<file path="src/rtl/nlb_pkg.sv">
`timescale 1ns/1ps
package nlb_pkg;
  localparam int unsigned LINE_BYTES = 8;
  localparam int unsigned BEAT_W     = 16;
  localparam int unsigned LINE_W     = LINE_BYTES * 8;
  localparam int unsigned NBEATS     = LINE_W / BEAT_W;
  localparam int unsigned OFF_W      = $clog2(LINE_BYTES);
  localparam int unsigned BIDX_W     = $clog2(NBEATS);

  typedef enum logic [1:0] {SQ_IDLE, SQ_FILL, SQ_BYP, SQ_RESP} sq_state_e;

  // sel = address bits [OFF_W-1:1]; word picks by its top bit, halfword by all
  function automatic logic [31:0] pick_data(input logic [LINE_W-1:0] line,
                                            input logic [OFF_W-2:0] sel,
                                            input logic wide);
    logic [31:0] r;
    if (wide) r = line[32*int'(sel[OFF_W-2]) +: 32];
    else      r = {16'h0, line[BEAT_W*int'(sel) +: BEAT_W]};
    return r;
  endfunction
endpackage

</file>
<file path="src/rtl/nlb_store.sv">
`timescale 1ns/1ps
module nlb_store
  import nlb_pkg::*;
#(
  parameter int unsigned AW = 32,
  localparam int unsigned TAG_W = AW - OFF_W
) (
  input  logic              clk,
  input  logic              rst_n,
  input  logic              beat_we,
  input  logic [BIDX_W-1:0] beat_idx,
  input  logic [BEAT_W-1:0] beat_data,
  input  logic              fill_begin,
  input  logic              fill_commit,
  input  logic [TAG_W-1:0]  fill_tag,
  input  logic              wr_vld,
  input  logic [TAG_W-1:0]  wr_tag,
  input  logic [TAG_W-1:0]  look_tag,
  output logic              line_hit,
  output logic              snoop_hit,
  output logic [LINE_W-1:0] line_data
);
  logic             valid_q;
  logic [TAG_W-1:0] tag_q;

  assign line_hit  = valid_q && (tag_q == look_tag);
  assign snoop_hit = wr_vld && valid_q && (tag_q == wr_tag);

  always_ff @(posedge clk) begin
    if (!rst_n) begin
      valid_q   <= 1'b0;
      tag_q     <= '0;
      line_data <= '0;
    end else begin
      if (beat_we) line_data[BEAT_W*int'(beat_idx) +: BEAT_W] <= beat_data;
      if (fill_begin || snoop_hit) valid_q <= 1'b0;
      else if (fill_commit) begin
        valid_q <= 1'b1;
        tag_q   <= fill_tag;
      end
    end
  end


  snoop_clears_chk: assert property (@(posedge clk) disable iff (!rst_n)
    snoop_hit |=> !valid_q);


  valid_after_last_beat_chk: assert property (@(posedge clk) disable iff (!rst_n)
    $rose(valid_q) |-> $past(beat_we && beat_idx == BIDX_W'(NBEATS-1)));
endmodule

</file>
<file path="src/rtl/nlb_seq.sv">
`timescale 1ns/1ps
module nlb_seq
  import nlb_pkg::*;
#(
  parameter int unsigned AW = 32,
  localparam int unsigned TAG_W = AW - OFF_W
) (
  input  logic              clk,
  input  logic              rst_n,
  input  logic              cpu_req,
  input  logic [AW-1:0]     cpu_addr,
  input  logic              cpu_wide,
  input  logic              cpu_nobuf,
  input  logic              line_hit,
  input  logic              wr_vld,
  input  logic [TAG_W-1:0]  wr_tag,
  input  logic              mem_ready,
  input  logic [BEAT_W-1:0] mem_rdata,
  output logic              mem_req,
  output logic [AW-1:0]     mem_addr,
  output logic              beat_we,
  output logic [BIDX_W-1:0] beat_idx,
  output logic [BEAT_W-1:0] beat_data,
  output logic              fill_begin,
  output logic              fill_commit,
  output logic [TAG_W-1:0]  fill_tag,
  output logic              idle,
  output logic              byp_busy,
  output logic              resp_valid,
  output logic [31:0]       resp_data
);
  sq_state_e         st_q;
  logic [BIDX_W-1:0] beat_q, last_q;
  logic [AW-1:0]     base_q;
  logic              kill_q;
  logic [31:0]       byp_q;

  function automatic logic [AW-1:0] beat_addr(input logic [AW-1:0] base,
                                              input logic [BIDX_W-1:0] k);
    return base + (AW'(k) << 1);
  endfunction

  logic accept, take_fill, take_byp, hs, fill_last, snoop_kill;

  assign idle       = (st_q == SQ_IDLE);
  assign accept     = idle && cpu_req && (cpu_nobuf || !line_hit);
  assign take_fill  = accept && !cpu_nobuf;
  assign take_byp   = accept && cpu_nobuf;
  assign mem_req    = (st_q == SQ_FILL) || (st_q == SQ_BYP);
  assign mem_addr   = beat_addr(base_q, beat_q);
  assign hs         = mem_req && mem_ready;
  assign fill_tag   = base_q[AW-1:OFF_W];
  assign snoop_kill = (st_q == SQ_FILL) && wr_vld && (wr_tag == fill_tag);
  assign fill_last  = (st_q == SQ_FILL) && hs && (beat_q == BIDX_W'(NBEATS-1));
  assign fill_commit = fill_last && !kill_q && !snoop_kill;
  assign fill_begin = take_fill;
  assign beat_we    = (st_q == SQ_FILL) && hs;
  assign beat_idx   = beat_q;
  assign beat_data  = mem_rdata;
  assign byp_busy   = (st_q == SQ_BYP);
  assign resp_valid = (st_q == SQ_RESP);
  assign resp_data  = byp_q;

  always_ff @(posedge clk) begin
    if (!rst_n) begin
      st_q   <= SQ_IDLE;
      beat_q <= '0;
      last_q <= '0;
      base_q <= '0;
      kill_q <= 1'b0;
      byp_q  <= '0;
    end else begin
      unique case (st_q)
        SQ_IDLE: begin
          beat_q <= '0;
          if (take_fill) begin
            base_q <= {cpu_addr[AW-1:OFF_W], OFF_W'(0)};
            kill_q <= 1'b0;
            st_q   <= SQ_FILL;
          end else if (take_byp) begin
            base_q <= cpu_addr & ~AW'(cpu_wide ? 3 : 1);
            last_q <= BIDX_W'(cpu_wide ? 1 : 0);
            byp_q  <= '0;
            st_q   <= SQ_BYP;
          end
        end
        SQ_FILL: begin
          if (snoop_kill) kill_q <= 1'b1;
          if (hs) begin
            beat_q <= beat_q + 1'b1;
            if (fill_last) st_q <= SQ_IDLE;
          end
        end
        SQ_BYP: begin
          if (hs) begin
            byp_q[BEAT_W*int'(beat_q[0]) +: BEAT_W] <= mem_rdata;
            beat_q <= beat_q + 1'b1;
            if (beat_q == last_q) st_q <= SQ_RESP;
          end
        end
        default: st_q <= SQ_IDLE;
      endcase
    end
  end


  beat_hold_chk: assert property (@(posedge clk) disable iff (!rst_n)
    (mem_req && !mem_ready) |=> (mem_req && $stable(mem_addr)));
endmodule

</file>
<file path="src/rtl/narrow_line_buf.sv">
`timescale 1ns/1ps
module narrow_line_buf
  import nlb_pkg::*;
#(
  parameter int unsigned AW = 32,
  localparam int unsigned TAG_W = AW - OFF_W
) (
  input  logic              clk,
  input  logic              rst_n,
  input  logic              cpu_req,
  input  logic [AW-1:0]     cpu_addr,
  input  logic              cpu_wide,
  input  logic              cpu_nobuf,
  output logic              cpu_done,
  output logic [31:0]       cpu_rdata,
  input  logic              wr_vld,
  input  logic [TAG_W-1:0]  wr_line,
  output logic              mem_req,
  output logic [AW-1:0]     mem_addr,
  input  logic              mem_ready,
  input  logic [BEAT_W-1:0] mem_rdata
);
  logic              line_hit, snoop_hit, beat_we, fill_begin, fill_commit;
  logic              seq_idle, byp_busy, resp_valid, hit_done;
  logic [BIDX_W-1:0] beat_idx;
  logic [BEAT_W-1:0] beat_data;
  logic [TAG_W-1:0]  fill_tag;
  logic [LINE_W-1:0] line_data;
  logic [31:0]       resp_data;

  nlb_store #(.AW(AW)) u_store (
    .clk(clk), .rst_n(rst_n),
    .beat_we(beat_we), .beat_idx(beat_idx), .beat_data(beat_data),
    .fill_begin(fill_begin), .fill_commit(fill_commit), .fill_tag(fill_tag),
    .wr_vld(wr_vld), .wr_tag(wr_line), .look_tag(cpu_addr[AW-1:OFF_W]),
    .line_hit(line_hit), .snoop_hit(snoop_hit), .line_data(line_data)
  );

  nlb_seq #(.AW(AW)) u_seq (
    .clk(clk), .rst_n(rst_n),
    .cpu_req(cpu_req), .cpu_addr(cpu_addr), .cpu_wide(cpu_wide),
    .cpu_nobuf(cpu_nobuf), .line_hit(line_hit),
    .wr_vld(wr_vld), .wr_tag(wr_line),
    .mem_ready(mem_ready), .mem_rdata(mem_rdata),
    .mem_req(mem_req), .mem_addr(mem_addr),
    .beat_we(beat_we), .beat_idx(beat_idx), .beat_data(beat_data),
    .fill_begin(fill_begin), .fill_commit(fill_commit), .fill_tag(fill_tag),
    .idle(seq_idle), .byp_busy(byp_busy),
    .resp_valid(resp_valid), .resp_data(resp_data)
  );

  assign hit_done  = seq_idle && cpu_req && !cpu_nobuf && line_hit;
  assign cpu_done  = hit_done || resp_valid;
  assign cpu_rdata = resp_valid ? resp_data :
                     hit_done   ? pick_data(line_data, cpu_addr[OFF_W-1:1], cpu_wide) :
                                  32'h0;


  hit_no_beat_chk: assert property (@(posedge clk) disable iff (!rst_n)
    hit_done |-> !mem_req);


  bypass_keeps_line_chk: assert property (@(posedge clk) disable iff (!rst_n)
    byp_busy |=> $stable(line_data));
endmodule

</file>
<file path="config.mk">
export PLATFORM = sky130hd
export DESIGN_NAME = narrow_line_buf
export DESIGN_NICKNAME = d
export VERILOG_FILES = /design/src/rtl/nlb_pkg.sv /design/src/rtl/nlb_store.sv /design/src/rtl/nlb_seq.sv /design/src/rtl/narrow_line_buf.sv
export SDC_FILE = /design/constraint.sdc
export NUM_CORES = 1
export LEC_CHECK = 0
export ABC_CLOCK_PERIOD_IN_PS = 3100
export BUFFER_PORTS_ARGS = -buffer_cell sky130_fd_sc_hd__buf_2
export CORE_ASPECT_RATIO = 0.5
export CORE_UTILIZATION = 25
export DETAILED_ROUTE_END_ITERATION = 10
export PLACE_DENSITY_LB_ADDON = 0.05
export SLEW_MARGIN = 20
export SYNTH_ARGS = -nofsm -noshare
export SYNTH_HDL_FRONTEND = slang
export SYNTH_SLANG_ARGS = --single-unit
</file>
<file path="constraint.sdc">
create_clock -name clk -period 3.1 [get_ports clk]
set_clock_uncertainty 0.05 [all_clocks]
set_input_delay 0.62 -clock clk [delete_from_list [all_inputs] [get_ports clk]]
set_output_delay 0.62 -clock clk [all_outputs]
set_load 0.01 [all_outputs]
</file>
Yosys cells after proc, flatten, opt, wreduce, memory -nomap -nowiden
Cells that the tools add are included.
Word-level totals
  register bits: 165
  bits in latches: 0
  RAM bits: 0
  ROM bits: 0
  input bits: 84
  output and inout bits: 66
  word-level logic and storage cells: 105
  memories kept: 0
Operators by class
  add/sub/neg operators: 4
  $mul: 0
  divide/modulo/power cells: 0
  magnitude comparators: 0
  equality and inequality tests: 18
  shifts and indexed selects: 6
  muxes and demuxes: 25
  bitwise logic cells: 5
  reductions and logical operators: 38
Operator list (count)
  32-bit two-way mux: 8
  29-bit equality test: 3
  64-bit bitwise mux: 1
  32-bit one-hot mux with 2 select lines: 1
  16-bit by 34-bit variable shift with 64-bit output, first input constant: 1
  16-bit by 34-bit variable part select with 64-bit output: 1
  64-bit by 7-bit variable part select with 16-bit output: 1
  64-bit by 7-bit variable part select with 32-bit output: 1
  5-bit negator with 34-bit output: 1
  6-bit negator with 34-bit output: 1
  16-bit by 34-bit variable shift with 32-bit output, first input constant: 1
  16-bit by 34-bit variable part select with 32-bit output: 1
  32-bit by 3-bit adder with 32-bit output: 1
  32-bit bitwise AND: 1
  32-bit bitwise mux: 1
  32-bit inverter: 1
  1-bit logical AND: 16
  2-bit two-way mux: 8
  2-bit by 1-bit != test with 1-bit output, second input constant: 6
  2-bit nonzero test: 4
  2-bit equality test, second input constant: 3
  2-bit != test, second input constant: 3
  2-bit one-hot mux with 3 select lines: 1
  2-bit AND reduction: 3
  15 further kinds: 27

Depth between registers and ports, before layout
Gate-level depths: netlist (run 1).
  word-level depth: 9
  depth in mapped cells: 11
  depth with buffers taken out: 8

Hierarchy
From an unflattened synthesis (run 1), not the netlist that was laid out.
Unflattened totals
  cell total of the unflattened synthesis: 1015
  area, all modules: 8977.4 um^2
By module, submodules not included
  nlb_store: instances 1, cells an instance 432, area an instance 4229.1 um^2, seq. area each 1881.8 um^2
  nlb_seq: instances 1, cells an instance 467, area an instance 3817.4 um^2, seq. area each 1381.3 um^2
  narrow_line_buf: instances 1, cells an instance 116, area an instance 930.9 um^2, seq. area each 0.0 um^2

Worst setup path before layout (run 1)
Ideal clock, no wire load.
  path type: input -> output
  start: input port cpu_addr[1]
  end: output port cpu_rdata[10]
  data arrival time: 2278 ps
  data required time: 2430 ps
  setup slack: 152 ps
  stages on the path: 5
  path buffers: 2
  cells stage by stage: nor2b_1 -> buf_2 -> buf_1 -> mux4_2 -> a22o_1
Between the ends
  cells in the longest elaborated chain, start to end: 4
RTL lines
  from (decl): RTL line narrow_line_buf.sv:11  | input logic [AW-1:0] cpu_addr,
  64-bit by 7-bit variable part select with 16-bit output: RTL line nlb_pkg.sv:18  | else r = {16'h0, line[BEAT_W*int'(sel) +: BEAT_W]};
  32-bit two-way mux: RTL line nlb_pkg.sv:17  | if (wide) r = line[32*int'(sel[OFF_W-2]) +: 32];
  32-bit two-way mux: RTL line narrow_line_buf.sv:55  | hit_done ? pick_data(line_data, cpu_addr[OFF_W-1:1], cpu_wide) :
  32-bit two-way mux: RTL line narrow_line_buf.sv:54  | assign cpu_rdata = resp_valid ? resp_data :
  to (decl): RTL line narrow_line_buf.sv:15  | output logic [31:0] cpu_rdata,
No other way between the ends.

Worst setup path in the final report (run 1)
  start: input port cpu_addr[3]
  end: output port cpu_rdata[27]
Between the ends
  cells in the longest elaborated chain, start to end: 5
RTL lines
  29-bit equality test: RTL line nlb_store.sv:26  | assign line_hit = valid_q && (tag_q == look_tag);
  1-bit logical AND: RTL line nlb_store.sv:26
  1-bit logical AND: RTL line narrow_line_buf.sv:52  | assign hit_done = seq_idle && cpu_req && !cpu_nobuf && line_hit;
  32-bit two-way mux: RTL line narrow_line_buf.sv:55
  32-bit two-way mux: RTL line narrow_line_buf.sv:54
No other way between the ends.

==> results of run 1 <==
[cells in the mapped netlist, drive strengths merged, types with 2 or more instances]
master	number
nor2b	67
mux2i	77
ha	11
inv	15
o21ai	19
nand4	13
o221a	2
nor4	22
a21oi	6
o22ai	2
and3	9
dfxtp	163
a22o	16
and2	7
nand2	165
a21boi	66
clkbuf	56
nor2	9
and4	3
a211oi	2
nand3	72
nor3b	4
xor2	66
nor3	6
a22oi	33
mux4	16
xnor2	49
nand2b	4
buf	17
[timing repair]
item                                    CTS  global route
endpoints found under the setup margin   46            43
cloned                                    0             0
buffers inserted                          6             3
hold buffers                              0             0
gates resized for setup                  45            21
pin swaps                                28            16
[worst min-delay path, stage by stage, from the launching register on]
cell      delay (ns)
dfxtp_1         0.31
nand2_1         0.05
a21boi_0        0.06
[routing by layer]
metal	vias up	part of all wire (%)	GRT usage (%)	wire [um]
li1	3823	-	-	-
met1	3845	46	24.0	15400
met2	152	49	31.0	16200
met3	18	3.9	3.14	1280
met4	0	1.2	4.45	400
met5	-	0	0	0
[registers in the layout, indices dropped and copies added, names as in the netlist]
| register | flops |
|---|---|
| u_seq.base_q | 31 |
| u_seq.beat_idx | 2 |
| u_seq.kill_q | 1 |
| u_seq.last_q | 1 |
| u_seq.resp_data | 32 |
| u_seq.st_q | 2 |
| u_store.line_data | 64 |
| u_store.tag_q | 29 |
| u_store.valid_q | 1 |
[worst max path at each step]
stage                            from       endpoint  slack [ns]  depth (start not counted)
CTS                 u_store.tag_q[13]  cpu_rdata[22]       -0.12                          9
detailed placement        cpu_addr[3]  cpu_rdata[22]       -0.33                         12
finish                    cpu_addr[3]  cpu_rdata[27]        -0.1                         12
global placement          cpu_addr[3]  cpu_rdata[22]       -0.32                         12
floorplan                 cpu_addr[1]  cpu_rdata[10]        0.15                          5
global route         u_store.tag_q[0]  cpu_rdata[27]       -0.31                         11
[where the power goes]
part	internal, mW	switching, mW
logic	0.663	1.09
clock network	1.26	0.971
registers	2.23	0.131
total	4.16	2.19
[cell type report]
cell class                 instances  area (um2)
multi-input combinational        755        5630
inverter                          15        56.3
sequential                       163        3280
timing repair buffer             223        1440
fill                            3632       23300
clock buffer                      18         429
tap                              475         594
clock inverter                    12         158
[cell families (layout without fill, tap and decap cells)]
| logic type | Yosys count | after routing | share of synthesized area [%] |
|---|---|---|---|
| other cells | 1 | 1 | 0.0418 |
| xor+xnor | 115 | 115 | 11.2 |
| flops | 163 | 163 | 36.4 |
| fa+ha+maj | 12 | 12 | 1.76 |
| compound gates | 152 | 152 | 12.6 |
| simple gates | 382 | 382 | 21.1 |
| mux | 93 | 93 | 12.6 |
| buf+inv | 88 | 268 | 4.27 |
==> reports/summary.txt, run 1 <==
Die Span X: 270 um
R2r setup slk: 0.66 ns
Routed WL: 33300 um
Antenna violations before repair: 0
Fin cells: 1661
Largest net degree at the start of global routing: 67
Commonest non-fill, non-tap cell in the layout: nand2_1
H-Tree Depth: 4
Worst Hold Endpoint: u_store.line_data[47]
Final Hold Vio Count: 0
Leading post-synthesis cells by cell area: dfxtp_1 (36%), mux2i_1 (8.6%), nand2_1 (6.9%)
Ratio of cells with drive above 1 in the final layout: 28.4%
Dpl cells: 1623
Row Count: 48
Detail Route Antenna Nets: 0
Post-synth net total: 1102
Area leader, netlist: dfxtp_1
Worst R2R Start: u_seq.st_q[0]
Post-route minimum period: 3.20 ns
Final instance area: 11600 um2
GRT Residual Overflow: 0
Top-Level Pins: 150
Worst Hold Depth: 2
Synth cell types: 48
Total chip power: 6.35 mW
Latest clock arrival within the worst-skew pair: 0.44 ns
Worst setup margin: -0.0958 ns
YS warnings: 0
Worst path max stage delay: 0.24 ns
Global-route wire length before repair: 49600 um
PortBufs: 147
Status: finished with violations
Die Height: 136 um
Slowest CP cell: nor4bb_4
Routed via count: 7838
Vias in the first global route: 7831
Clk root buf: clkbuf_16
TritonCTS clock tree: done
N_diodes: 0
Setup crit start kind: input pin
Cell chain of the critical path: buf_2 > xnor2_2 > buf_4 > nand4_1 > nor4_2 > buf_4 > nor4bb_4 > nand2_1 > buf_6 > buf_12 > o21ai_2 > buf_2
Critical path arrival: 2.53 ns
Crit. End Element: output pin
Post-layout util: 33.2%
CTS max path bufs: 2
Max rail drop VDD: 0.000251 V
Initial Utilization: 25.7%
Placement Cell Area: 10700 um2
Die ar.: 36700 um2
DRC Markers: 0
Core ar.: 34900 um2
Yosys top cell area share: 36.4%
Register area share after synthesis: 36.4%
WP buf/inv: 6
CTS sink cnt: 163
Worst r2r dst: u_store.tag_q[24]
Slew Limit Fails: 0
Top_reg_cell synth: dfxtp_1
WP data required: 2.43 ns
Clock edge transition at the registers on the reported setup and hold paths: 0.07 ns
CP top delay family: buffers and inverters
Synthesized area: 8970 um2
Sum Neg Setup Slack: -1.37 ns
Fin crit share: 103%
DRT iter0 DRCs: 487
HP Class: register to register
Hold path start: u_store.line_data[47]
Vias/cell: 4.72
Dpl ws: -0.334 ns
First-pass DRT Iterations: 4
EDFF count, synth: 0
Pwr dens: 548 nW/um2
Num CTS Buffers: 17
Mean Syn Cell Area: 8.92 um2
Hold_ws: 0.410 ns
Maximum capacitance violations: 0
RSZ-0062 raised after global routing: yes
Crit path kind: input pin to output pin
Synthesis-stage register bit count: 163
Post-layout nets: 1271
Crit path max fanout: 7
Worst-Margin Slew: 0.885 ns
Final setup violating endpoints: 28
Most frequent cells in the layout: nand2_1 (162), dfxtp_1 (150), buf_2 (145)
Final HPWL DP: 22600 um
All-Layer GR Usage: 18.2%
Mapped Cells: 1006
Violated checks: negative setup slack
Ys async rst share: 0%
Area delta synth->final: 29.3%
Reg2reg path depth: 9
Slew HR: 40.9%
Routability Congestion: 0.764
DR WL/cell: 20.1 um
Achievable Freq: 313 MHz
Pleak: 4.43 nW
No activity file was read; power rests on OpenSTA's default activity.
==> run 2, diff against run 1 <==
--- a/config.mk
+++ b/config.mk
@@ -10,6 +10,7 @@
 export CORE_ASPECT_RATIO = 0.5
 export CORE_UTILIZATION = 25
 export DETAILED_ROUTE_END_ITERATION = 10
+export MAX_ROUTING_LAYER = met4
 export PLACE_DENSITY_LB_ADDON = 0.05
 export SLEW_MARGIN = 20
 export SYNTH_ARGS = -nofsm -noshare
==> run 2 against run 1 <==
Against the previous run: the flow still finishes with violations (negative setup slack); via count about the same; core utilization unchanged; worst setup slack about the same; sequential power is essentially flat; non-clock buffer count unchanged; first-iteration DRC count increased by 6.2%; sequential share of layout area is the same; clock power hardly changed; wire length fell by 0.30%; cell count is the same; critical path depth down 3; flip-flop and latch count unchanged; critical path type is now register to output pin; critical endpoint unchanged; largest cell class unchanged; largest power group unchanged.
==> reports/summary.txt, run 2 (synthesis gave the netlist of run 1 again) <==
Initial Utilization: 25.7% (unchanged)
All-Layer GR Usage: 18.8% (was 18.2%)
Crit path max fanout: 7 (unchanged)
Latest clock arrival within the worst-skew pair: 0.44 ns (about the same)
Top-Level Pins: 150 (unchanged)
Final setup violating endpoints: 30 (was 28)
Final Hold Vio Count: 0 (unchanged)
Post-route minimum period: 3.20 ns (about the same)
Ratio of cells with drive above 1 in the final layout: 28.4% (unchanged)
First-pass DRT Iterations: 7 (was 4)
Worst-Margin Slew: 0.900 ns (was 0.885 ns)
CTS max path bufs: 2 (unchanged)
Status: finished with violations (unchanged)
GRT Residual Overflow: 0 (unchanged)
Worst setup margin: -0.0959 ns (was -0.0958 ns)
Num CTS Buffers: 17 (unchanged)
PortBufs: 147 (unchanged)
Antenna violations before repair: 0 (unchanged)
Max reg flops: 64 (unchanged)
Worst Setup SP: u_store.tag_q[13] (was cpu_addr[3])
Critical path arrival: 2.53 ns (about the same)
TritonCTS clock tree: done (unchanged)
Hold path start: u_store.line_data[47] (unchanged)
H-Tree Depth: 4 (unchanged)
CTS sink cnt: 163 (unchanged)
Largest net degree at the start of global routing: 67 (unchanged)
Setup crit start kind: register (was input pin)
Hold_ws: 0.408 ns (was 0.410 ns)
Final instance area: 11600 um2 (unchanged)
Pleak: 4.43 nW (unchanged)
Placement Cell Area: 10700 um2 (unchanged)
Sum Neg Setup Slack: -1.34 ns (was -1.37 ns)
Row Count: 48 (unchanged)
Routability Congestion: 0.774 (was 0.764)
Die Span X: 270 um (unchanged)
Global-route wire length before repair: 49600 um (about the same)
CP top delay family: simple AND/OR/NAND/NOR gates (was buffers and inverters)
Violated checks: negative setup slack (unchanged)
Clk root buf: clkbuf_16 (unchanged)
Crit path kind: register to output pin (was input pin to output pin)
Area delta synth->final: 29.3% (unchanged)
Commonest non-fill, non-tap cell in the layout: nand2_1 (unchanged)
Max rail drop VDD: 0.000253 V (was 0.000251 V)
Routed WL: 33200 um (was 33300 um)
HP Class: register to register (unchanged)
Die Height: 136 um (unchanged)
N_diodes: 0 (unchanged)
Vias/cell: 4.72 (about the same)
WP data required: 2.43 ns (about the same)
Final HPWL DP: 22600 um (unchanged)
DR WL/cell: 20.0 um (was 20.1 um)
Achievable Freq: 313 MHz (about the same)
Most flops, register: u_store.line_data (unchanged)
Cell chain of the critical path: xor2_4 > nor4_1 > and4_1 > nor4bb_4 > nand2_1 > buf_6 > buf_12 > o21ai_2 > buf_2 (was buf_2 > xnor2_2 > buf_4 > nand4_1 > nor4_2 > buf_4 > nor4bb_4 > nand2_1 > buf_6 > buf_12 > o21ai_2 > buf_2)
Maximum capacitance violations: 0 (unchanged)
RSZ-0062 raised after global routing: yes (unchanged)
Crit. End Element: output pin (unchanged)
Die ar.: 36700 um2 (unchanged)
DRC Markers: 0 (unchanged)
Routed via count: 7832 (was 7838)
Detail Route Antenna Nets: 0 (unchanged)
Worst R2R Start: u_seq.st_q[0] (unchanged)
Vias in the first global route: 7828 (was 7831)
DRT iter0 DRCs: 517 (was 487)
WP buf/inv: 3 (was 6)
Post-layout nets: 1271 (unchanged)
Core ar.: 34900 um2 (unchanged)
Slowest CP cell: dfxtp_4 (was nor4bb_4)
Pwr dens: 548 nW/um2 (about the same)
Post-CTS Hold Buffers: 0 (unchanged)
Clock edge transition at the registers on the reported setup and hold paths: 0.07 ns (about the same)
Slew HR: 39.8% (was 40.9%)
Fin crit share: 103% (about the same)
Worst path max stage delay: 0.37 ns (was 0.24 ns)
Slew Limit Fails: 0 (unchanged)
Most frequent cells in the layout: nand2_1 (162), dfxtp_1 (150), buf_2 (145) (unchanged)
run 2: repair_timing:
item,in CTS,in global routing
endpoints found under the setup margin,46,42
gates resized for setup,45,21
buffers inserted,6,3
pin swaps,28,16
run 2: worst reg2reg max path, delay by kind of cell, from the launching register on:
family                   cells  cell delay [ns]
flip-flops                   1             0.38
multiplexers                 1             0.21
AND/OR/NAND/NOR              3             0.64
adder cells (fa/ha/maj)      1             0.34
buffers and inverters        2             0.38
AO/OA/AOI/OAI                2             0.38
run 2: path summary, 6_finish.rpt:
| check | end | slack [ns] | cells after the start |
|---|---|---|---|
| min reg2reg | u_store.line_data[47] | 0.41 | 2 |
| max | cpu_rdata[27] | -0.1 | 9 |
| max reg2reg | u_store.tag_q[24] | 0.64 | 9 |
| min | u_store.line_data[47] | 0.41 | 2 |
run 2: area by class of cell:
class | instances | area [um2]
clock buffer | 18 | 429
clock inverter | 12 | 158
fill | 3632 | 23300
inverter | 15 | 56.3
multi-input combinational | 755 | 5630
sequential | 163 | 3280
tap | 475 | 594
timing repair buffer | 223 | 1440
run 2: per-layer routing:
| metal | up-vias | GRT usage (%) | part of all wire, % |
|---|---|---|---|
| met5 | - | - | 0 |
| met4 | 0 | 5.02 | 1.4 |
| met3 | 22 | 2.70 | 3.8 |
| met2 | 158 | 30.9 | 48 |
| met1 | 3833 | 24.1 | 46 |
| li1 | 3819 | - | - |
run 2: through the flow:
step | setup WS (ns) | power (mW) | util [%] | cells
after detailed placement | -0.334 | 4.16 | 30.6 | 1623
final | -0.0959 | 6.36 | 33.2 | 1661
after floorplan | 0.152 | 3.36 | - | 1006
after global placement | -0.321 | 4.15 | 30.6 | 1623
after global routing | -0.301 | 6.66 | 33.2 | 1661
after CTS | -0.124 | 6.42 | 32.9 | 1658
run 2: where the power goes:
part           internal, mW  leakage, nW  switching [mW]
Clock                  1.26        0.279           0.974
Sequential             2.23         1.33           0.129
Combinational         0.663         2.83            1.10
